`config.mk`:
```
export PLATFORM = sky130hd
export DESIGN_NAME = uartReadSeq
export DESIGN_NICKNAME = d
export VERILOG_FILES = /design/src/rtl/uartSeqPkg.sv /design/src/rtl/uartSeqCtrl.sv /design/src/rtl/uartSeqData.sv /design/src/rtl/uartReadSeq.sv
export SDC_FILE = /design/constraint.sdc
export NUM_CORES = 1
export LEC_CHECK = 0
export ABC_AREA = 1
export CORE_MARGIN = 5
export CORE_UTILIZATION = 45
export DETAILED_ROUTE_END_ITERATION = 16
export DONT_BUFFER_PORTS = 1
export PLACE_DENSITY = 0.58
export SLEW_MARGIN = 10
export SYNTH_ARGS = -nofsm -noshare
export SYNTH_HDL_FRONTEND = slang
export SYNTH_SLANG_ARGS = --single-unit
```
`constraint.sdc`:
```
create_clock -name clk -period 2 [get_ports clk]
set_clock_uncertainty 0.15 [all_clocks]
set_input_delay 0.2 -clock clk [delete_from_list [all_inputs] [get_ports clk]]
set_output_delay 0.2 -clock clk [all_outputs]
set_load 0.01 [all_outputs]
```
`src/rtl/uartSeqPkg.sv`:
```
package uartSeqPkg;
  localparam int NUM_CH = 4;
  localparam int CH_W = $clog2(NUM_CH);
  localparam int CODE_W = $clog2(NUM_CH + 1);
  localparam int STEPS = 4;
  localparam int STATE_N = 1 + STEPS * NUM_CH;
  localparam int ST_W = $clog2(STATE_N);

  typedef enum logic [1:0] {
    PH_ISR = 2'd0,
    PH_LSR = 2'd1,
    PH_RHR = 2'd2,
    PH_OUT = 2'd3
  } phase_t;

  typedef struct packed {
    logic            loadChan;
    logic [CH_W-1:0] chanIdx;
    logic            capture;
  } seqCtl_t;
endpackage

```
`src/rtl/uartSeqCtrl.sv`:
```
module uartSeqCtrl
  import uartSeqPkg::*;
#(
  parameter int ADDR_W = 3,
  parameter logic [ADDR_W-1:0] ISR_ADDR = 3'd2,
  parameter logic [ADDR_W-1:0] LSR_ADDR = 3'd5,
  parameter logic [ADDR_W-1:0] RHR_ADDR = 3'd0
) (
  input  logic              clk,
  input  logic              rstN,
  input  logic [NUM_CH-1:0] irqLines,
  input  logic              busDone,
  input  logic              isrOk,
  input  logic              lsrOk,
  output logic              busReq,
  output logic [ADDR_W-1:0] busAddr,
  output logic              rxValid,
  output seqCtl_t           ctl
);
  logic [ST_W-1:0] stateQ, stateD;
  phase_t phase;
  logic isIdle;
  logic anyIrq;
  logic [CH_W-1:0] pickIdx;

  assign isIdle = (stateQ == '0);
  assign phase = phase_t'(2'(stateQ - ST_W'(1)));

  // lowest-numbered pending line wins
  always_comb begin
    anyIrq = 1'b0;
    pickIdx = '0;
    for (int i = NUM_CH - 1; i >= 0; i--) begin
      if (irqLines[i]) begin
        anyIrq = 1'b1;
        pickIdx = CH_W'(i);
      end
    end
  end

  always_comb begin
    stateD = stateQ;
    busReq = 1'b0;
    busAddr = '0;
    rxValid = 1'b0;
    ctl = '0;
    if (isIdle) begin
      if (anyIrq) begin
        ctl.loadChan = 1'b1;
        ctl.chanIdx = pickIdx;
        stateD = ST_W'(1) + ST_W'({pickIdx, 2'b00});
      end
    end else begin
      case (phase)
        PH_ISR: begin
          busReq = 1'b1;
          busAddr = ISR_ADDR;
          if (busDone) begin
            ctl.capture = 1'b1;
            stateD = stateQ + ST_W'(1);
          end
        end
        PH_LSR: begin
          if (isrOk) begin
            busReq = 1'b1;
            busAddr = LSR_ADDR;
            if (busDone) begin
              ctl.capture = 1'b1;
              stateD = stateQ + ST_W'(1);
            end
          end else begin
            stateD = '0;
          end
        end
        PH_RHR: begin
          if (lsrOk) begin
            busReq = 1'b1;
            busAddr = RHR_ADDR;
            if (busDone) begin
              ctl.capture = 1'b1;
              stateD = stateQ + ST_W'(1);
            end
          end else begin
            stateD = '0;
          end
        end
        default: begin
          rxValid = 1'b1;
          stateD = '0;
        end
      endcase
    end
  end

  always_ff @(posedge clk) begin
    if (!rstN) stateQ <= '0;
    else stateQ <= stateD;
  end

  assert_idle_quiet_R1: assert property (@(posedge clk) disable iff (!rstN)
    $past(!rstN) |-> !busReq && !rxValid);

  assert_start_isr_R2: assert property (@(posedge clk) disable iff (!rstN)
    (isIdle && anyIrq) |=> busReq && busAddr == ISR_ADDR);

  assert_hold_req_R3: assert property (@(posedge clk) disable iff (!rstN)
    (busReq && !busDone) |=> busReq && $stable(busAddr));

  assert_lsr_needs_isr_R4: assert property (@(posedge clk) disable iff (!rstN)
    (busReq && busAddr == LSR_ADDR) |-> isrOk);

  assert_rhr_needs_lsr_R5: assert property (@(posedge clk) disable iff (!rstN)
    (busReq && busAddr == RHR_ADDR) |-> lsrOk);

  assert_valid_pulse_R6: assert property (@(posedge clk) disable iff (!rstN)
    rxValid |=> !rxValid && !busReq);

  assert_state_range_R7: assert property (@(posedge clk) disable iff (!rstN)
    stateQ < ST_W'(STATE_N));
endmodule

```
`src/rtl/uartSeqData.sv`:
```
module uartSeqData
  import uartSeqPkg::*;
#(
  parameter int DATA_W = 8,
  parameter logic [DATA_W-1:0] RX_READY_CODE = 8'h04,
  parameter int RX_AVAIL_BIT = 0
) (
  input  logic              clk,
  input  logic              rstN,
  input  seqCtl_t           ctl,
  input  logic [DATA_W-1:0] busData,
  output logic [CODE_W-1:0] chanCode,
  output logic [DATA_W-1:0] rxByte,
  output logic              isrOk,
  output logic              lsrOk
);
  logic [CODE_W-1:0] codeQ;
  logic [DATA_W-1:0] dataQ;

  always_ff @(posedge clk) begin
    if (!rstN) begin
      codeQ <= '0;
      dataQ <= '0;
    end else begin
      if (ctl.loadChan) codeQ <= CODE_W'(ctl.chanIdx) + CODE_W'(1);
      if (ctl.capture) dataQ <= busData;
    end
  end

  assign chanCode = codeQ;
  assign rxByte = dataQ;
  assign isrOk = (dataQ == RX_READY_CODE);
  assign lsrOk = dataQ[RX_AVAIL_BIT];

  assert_code_hold_R8: assert property (@(posedge clk) disable iff (!rstN)
    !ctl.loadChan |=> $stable(chanCode));

  assert_code_range_R2: assert property (@(posedge clk) disable iff (!rstN)
    ctl.loadChan |=> chanCode >= CODE_W'(1) && chanCode <= CODE_W'(NUM_CH));
endmodule

```
`src/rtl/uartReadSeq.sv`:
```
module uartReadSeq
  import uartSeqPkg::*;
#(
  parameter int ADDR_W = 3,
  parameter int DATA_W = 8,
  parameter logic [ADDR_W-1:0] ISR_ADDR = 3'd2,
  parameter logic [ADDR_W-1:0] LSR_ADDR = 3'd5,
  parameter logic [ADDR_W-1:0] RHR_ADDR = 3'd0,
  parameter logic [DATA_W-1:0] RX_READY_CODE = 8'h04,
  parameter int RX_AVAIL_BIT = 0
) (
  input  logic              clk,
  input  logic              rstN,
  input  logic [NUM_CH-1:0] irqLines,
  output logic              busReq,
  output logic [ADDR_W-1:0] busAddr,
  input  logic              busDone,
  input  logic [DATA_W-1:0] busData,
  output logic [CODE_W-1:0] chanCode,
  output logic              rxValid,
  output logic [DATA_W-1:0] rxByte
);
  seqCtl_t ctl;
  logic isrOk, lsrOk;

  uartSeqCtrl #(
    .ADDR_W(ADDR_W), .ISR_ADDR(ISR_ADDR), .LSR_ADDR(LSR_ADDR), .RHR_ADDR(RHR_ADDR)
  ) ctrl_i (
    .clk(clk), .rstN(rstN), .irqLines(irqLines), .busDone(busDone),
    .isrOk(isrOk), .lsrOk(lsrOk), .busReq(busReq), .busAddr(busAddr),
    .rxValid(rxValid), .ctl(ctl)
  );

  uartSeqData #(
    .DATA_W(DATA_W), .RX_READY_CODE(RX_READY_CODE), .RX_AVAIL_BIT(RX_AVAIL_BIT)
  ) data_i (
    .clk(clk), .rstN(rstN), .ctl(ctl), .busData(busData),
    .chanCode(chanCode), .rxByte(rxByte), .isrOk(isrOk), .lsrOk(lsrOk)
  );
endmodule

```
[Yosys cells after proc, flatten, opt, wreduce, memory -nomap -nowiden]
Cells that the tools add are included.
Word-level totals
  bits in registers: 16
  input bits: 15
  output and inout bits: 16
Operators by class
  add/sub/neg operators: 4
  eq/ne operators: 4
  multiplexer cells: 30
  reduce and logical (&&, ||, !) cells: 3
Operator list (number)
  $mux 5: 5
  $pmux 5 s3: 1
  $mux 1: 13
  $mux 3: 4
  $eq 8x3->1 const B: 1
  $mux 2: 4
  $pmux 1 s3: 2
  $pmux 3 s2: 1
  $add 1x4->5 const A: 1
  $add 5x1->5 const B: 1
  $logic_not 5->1: 1
  $add 2x1->3 const B: 1
  $reduce_or 3->1: 1
  $eq 2x1->1 const B: 1
  $eq 2x2->1 const B: 1
  $logic_not 2->1: 1
  $ne 2x2->1 const B: 1
  $sub 2x1->2 const B: 1

[Longest topological paths before layout]
  word-level depth: 7
  depth in mapped cells: 10
  depth with buffers taken out: 9

[By module]
A second synthesis with hierarchy kept.
Unflattened totals
  cell total of the unflattened synthesis: 135
  area total of the unflattened synthesis: 893.4 um2
By module, submodules not included
  uartSeqCtrl: instances 1, cells each 77, area each 470.5 um2
  uartSeqData: instances 1, cells each 58, area each 422.9 um2

[Worst setup path after synthesis]
No wires, ideal clock.
  kind: reg2reg
  from: register ctrl_i.stateQ[0]
  to: register data_i.codeQ[1], in the netlist data_i.chanCode[1]
  library setup time: 116 ps
  data arrival time: 1623 ps
  required time: 1734 ps
  slack: 111 ps
  cell stages (with the launch flop): 10
  buffers on the path: 0
  clock period less this slack: 1889 ps
  cells stage by stage: dfxtp_1 inv_1 ha_1 nand2_1 nor2_4 inv_1 nor3_2 ha_1 o21ai_0 nor2_1
Between the ends
  longest elaborated chain between the ends: 3
Ends and longest elaborated chain
  start, declared: line uartSeqCtrl.sv:20  | logic [ST_W-1:0] stateQ, stateD;
  start signal, assigned: line uartSeqCtrl.sv:97  | else stateQ <= stateD;
  $logic_not 5->1 *: line uartSeqCtrl.sv:26  | assign isIdle = (stateQ == '0);
  $mux 3 *: line uartSeqCtrl.sv:47  | if (isIdle) begin
  $add 2x1->3: line uartSeqData.sv:25  | if (ctl.loadChan) codeQ <= CODE_W'(ctl.chanIdx) + CODE_W'(1);
  end signal, assigned: line uartSeqData.sv:25
  end, declared: line uartSeqData.sv:17  | logic [CODE_W-1:0] codeQ;
Mark *: on every way between the ends. The rest lies on a longest branch, timed or not.
A chain may end at the register's enable or synchronous reset.

[Final worst setup path]
  from: register ctrl_i.stateQ[1]
  to: output busAddr[1]
Between the ends
  longest elaborated chain between the ends: 4
  elaborated cells between the ends (all ways): 6
  classes of those cells: 1 x add/sub; 1 x eq/ne; 2 x mux; 2 x reduce/logical
Ends and longest elaborated chain
  $sub 2x1->2: line uartSeqCtrl.sv:27  | assign phase = phase_t'(2'(stateQ - ST_W'(1)));
  $eq 2x1->1 or $logic_not 2->1 (tied branches): line uartSeqCtrl.sv:54  | case (phase)
  $pmux 3 s2: line uartSeqCtrl.sv:54
  $mux 3 *: line uartSeqCtrl.sv:47
  end, declared: line uartReadSeq.sv:16  | output logic [ADDR_W-1:0] busAddr,
Marked as above.

==> impl_metrics.yaml <==
critical_path:
  end_kind: "primary output"
  cell_family_with_the_largest_share_of_critical_path_delay: "flip-flops"
  critical_path.startpoint_type: "register"
  critical_path_class: "register to primary output"
  max_stage_delay_ps: 410
  worstPathRequired_ps: 1650
  crit_path_max_fanout: 7
  worst_path_cell_trace: "inv_1 -> ha_1 -> nand2_1 -> nor2_4 -> buf_4 -> nor2_1"
  cp.buffers_inverters: 2
  arrival_ps: 1530
  timing.critical_path.slowest_stage_cell: "sky130_fd_sc_hd__dfxtp_1"
clock_tree:
  clock_tree.buffer_depth: 2
  cts_num_sinks: 16
  post-cts-setup-buffers: 0
  worst_setup_hold_path_clk_slew_ps: 110
  cts_max_level: 1
  number_of_clock_buffers_inserted_by_tritoncts: 3
  ctsRootBufferMaster: "sky130_fd_sc_hd__clkbuf_4"
  cts_tree: "yes"
  worstSkewPairLatency_ps: 300
detailed_routing:
  vias_per_cell: 4.84
  drt-initial-drc-count: 19
  drtPass1Iterations: 4
  wl_um: 2480
  detail-route-antenna-nets: 0
  detailroute.via_count: 998
  wl_per_cell_um: 12.0
  route.detailed.drc: 0
cells_and_area:
  ff_latch_area_um2: 320
  antenna_fix_cells: 0
  post_route_cells_drive_above_1_share: 0.101
  finalInstanceArea_mm2: 0.00128
  final_standard_cell_count_with_taps_included_and_fillers_excluded: 206
  finish.utilization: 0.575
  areaGrowthSynthToFinish_pct: 19.9
  most-common-layout-cells: "33 x sky130_fd_sc_hd__inv_1, 24 x sky130_fd_sc_hd__nor2_1, 23 x sky130_fd_sc_hd__nand2_1"
  layout.cells.most_common: "sky130_fd_sc_hd__inv_1"
  finish.net_count: 202
  fill_cells: 227
  total_area_of_multi_input_combinational_cells_um2: 603
sta:
  final_hold_viol_count: 0
  layout_min_cycle_time_ps: 1880
  worst_slack_on_hold_paths_ps: 1.04
  maxSlewViolCount: 0
  finalSetupViolCount: 0
  final.period_utilization: 0.941
  unrepaired_setup_endpoints_after_global_routing: "true"
  slew-limit-headroom: 0.680
  max_freq_mhz: 531
  max_slew.worst_pin.slew_ps: 479
synthesis:
  synth_sequential_area_ratio: 0.299
  number_of_distinct_library_cells_after_synthesis: 21
  synth.area.top_cells: "sky130_fd_sc_hd__dfxtp_1 30%, sky130_fd_sc_hd__inv_1 12%, sky130_fd_sc_hd__ha_1 9.3%"
  postSynthNetCount: 185
  synth_area_leader_cell: "sky130_fd_sc_hd__dfxtp_1"
  number_of_register_bits_inferred_by_synthesis: 16
  synth.yosys.warnings: 0
  syn_inst: 162
  syn_area_mm2: 0.00107
  synth.avg_cell_area_um2: 6.61
  yosys_most_used_dff: "sky130_fd_sc_hd__dfxtp_1"
  postSynth.asyncResetShare: 0
  yosysTopAreaCellShare: 0.299
  synth-edff-count: 0
power:
  power_density_mw_per_mm2: 619
  peakVddDrop_uv: 368
  power_frac_seq: 0.451
  power_frac_comb: 0.254
  power_leakage_nw: 0.612
  netSwitchingFraction: 0.338
  power.switching_w: 0.000268
  clkPwrFrac: 0.295
  cell_internal_pwr_w: 0.000526
global_routing:
  grt-ovfl-total: 0
  grt_max_degree: 17
  grt_pass1_vias: 986
  grt_usage: 0.154
  grt_first_pass_wirelength_um: 4200
  antenna_found_initial: 0
placement:
  gpl.final_weighted_congestion: 0.930
  placed_cells: 190
  placedInstanceArea_mm2: 0.00110
  place.port_buffers: 0
  hpwlAfterDp_um: 1800
floorplanning:
  dieArea_mm2: 0.00346
  core-area_mm2: 0.00223
  floorplan.die.width_um: 58.8
  num_rows: 17
  ioPinCount: 31
  floorplan.initialDensity: 0.480
  dieHeight_um: 58.8
status:
  status: "completed"
worst_hold_path:
  min_path_type: "primary input to register"
job:
  cap_viol_max_count: 0
==> stage by stage <==
stage / power (W) / worst slack, ps / setup TNS, ps
6_report: 0.000795 / 118 / 0
5_1_grt: 0.000839 / -2.16 / -2.16
4_1_cts: 0.000789 / 72.8 / 0
3_5_place_dp: 0.000537 / 149 / 0
3_3_place_gp: 0.000536 / 197 / 0
2_1_floorplan: 0.000504 / 111 / 0
==> Yosys cell counts (2+ instances only) <==
cell type / count
sky130_fd_sc_hd__o21ai_0: 5
sky130_fd_sc_hd__buf_4: 2
sky130_fd_sc_hd__nand3_1: 20
sky130_fd_sc_hd__dfxtp_1: 16
sky130_fd_sc_hd__a21oi_1: 14
sky130_fd_sc_hd__nor2_1: 26
sky130_fd_sc_hd__nand2_1: 23
sky130_fd_sc_hd__buf_6: 2
sky130_fd_sc_hd__inv_1: 33
sky130_fd_sc_hd__xor2_1: 3
sky130_fd_sc_hd__ha_1: 8
==> worst register-to-register path: stages, from the launching register on <==
cell	delay [ps]
sky130_fd_sc_hd__dfxtp_1	410
sky130_fd_sc_hd__inv_1	80
sky130_fd_sc_hd__ha_1	200
sky130_fd_sc_hd__nand2_1	120
sky130_fd_sc_hd__nor2_4	60
sky130_fd_sc_hd__buf_4	170
sky130_fd_sc_hd__nor3b_4	180
sky130_fd_sc_hd__buf_6	190
sky130_fd_sc_hd__nand3_1	90
sky130_fd_sc_hd__nand2_1	80
sky130_fd_sc_hd__nor2_1	50
==> kinds of logic after synthesis <==
group	Yosys count	synth area share
AO/OA/AOI/OAI	21	0.104
AND/OR/NAND/NOR	75	0.321
adder cells (fa/ha/maj)	8	0.0935
flip-flops	16	0.299
buffers and inverters	39	0.158
XOR/XNOR	3	0.0245
==> registers in the layout, summed over array words and instances, names as in the netlist <==
name	cells
ctrl_i.stateQ	5
data_i.rxByte	8
data_i.chanCode	3
==> worst paths after layout <==
kind,end,slack (ps),cells past startpoint,from
max,busAddr[1],120,6,ctrl_i.stateQ[1]$_SDFFE_PN0P_
min,ctrl_i.stateQ[1]$_SDFFE_PN0P_,1,3,busDone
max reg2reg,data_i.rxByte[1]$_SDFFE_PN0P_,130,10,ctrl_i.stateQ[1]$_SDFFE_PN0P_
min reg2reg,data_i.chanCode[1]$_SDFFE_PN0P_,390,2,data_i.chanCode[1]$_SDFFE_PN0P_
==> layout make-up <==
type / instances / share of cell area
Multi-Input combinational cell: 107 / 0.470
Sequential cell: 16 / 0.250
Timing Repair Buffer: 17 / 0.126
Inverter: 34 / 0.0994
Clock buffer: 4 / 0.0283
Tap cell: 28 / 0.0273
==> power by group through the flow <==
stage,sequential (W),combinational [W],clock [W]
2_1_floorplan,0.000366,0.000138,0
3_3_place_gp,0.000366,0.000170,0
3_5_place_dp,0.000366,0.000171,0
4_1_cts,0.000359,0.000193,0.000236
5_1_grt,0.000361,0.000228,0.000250
6_report,0.000358,0.000202,0.000234
==> what timing repair did <==
| action | CTS | global route |
|---|---|---|
| hold buffers | 11 | 1 |
| gates resized for setup | 1 | 5 |
| pin swaps | 0 | 0 |
| hold endpoints to repair | 15 | 1 |
| setup endpoints to repair | 2 | 9 |
==> per-layer routing <==
metal / GRT usage / up-vias / part of all wire
met5: 0 / - / 0
met4: 0.0744 / 0 / 0.025
met3: 0.0329 / 7 / 0.062
met2: 0.254 / 32 / 0.44
met1: 0.189 / 428 / 0.47
li1: - / 531 / -
Note: power is estimated with default switching activity, not from simulation.
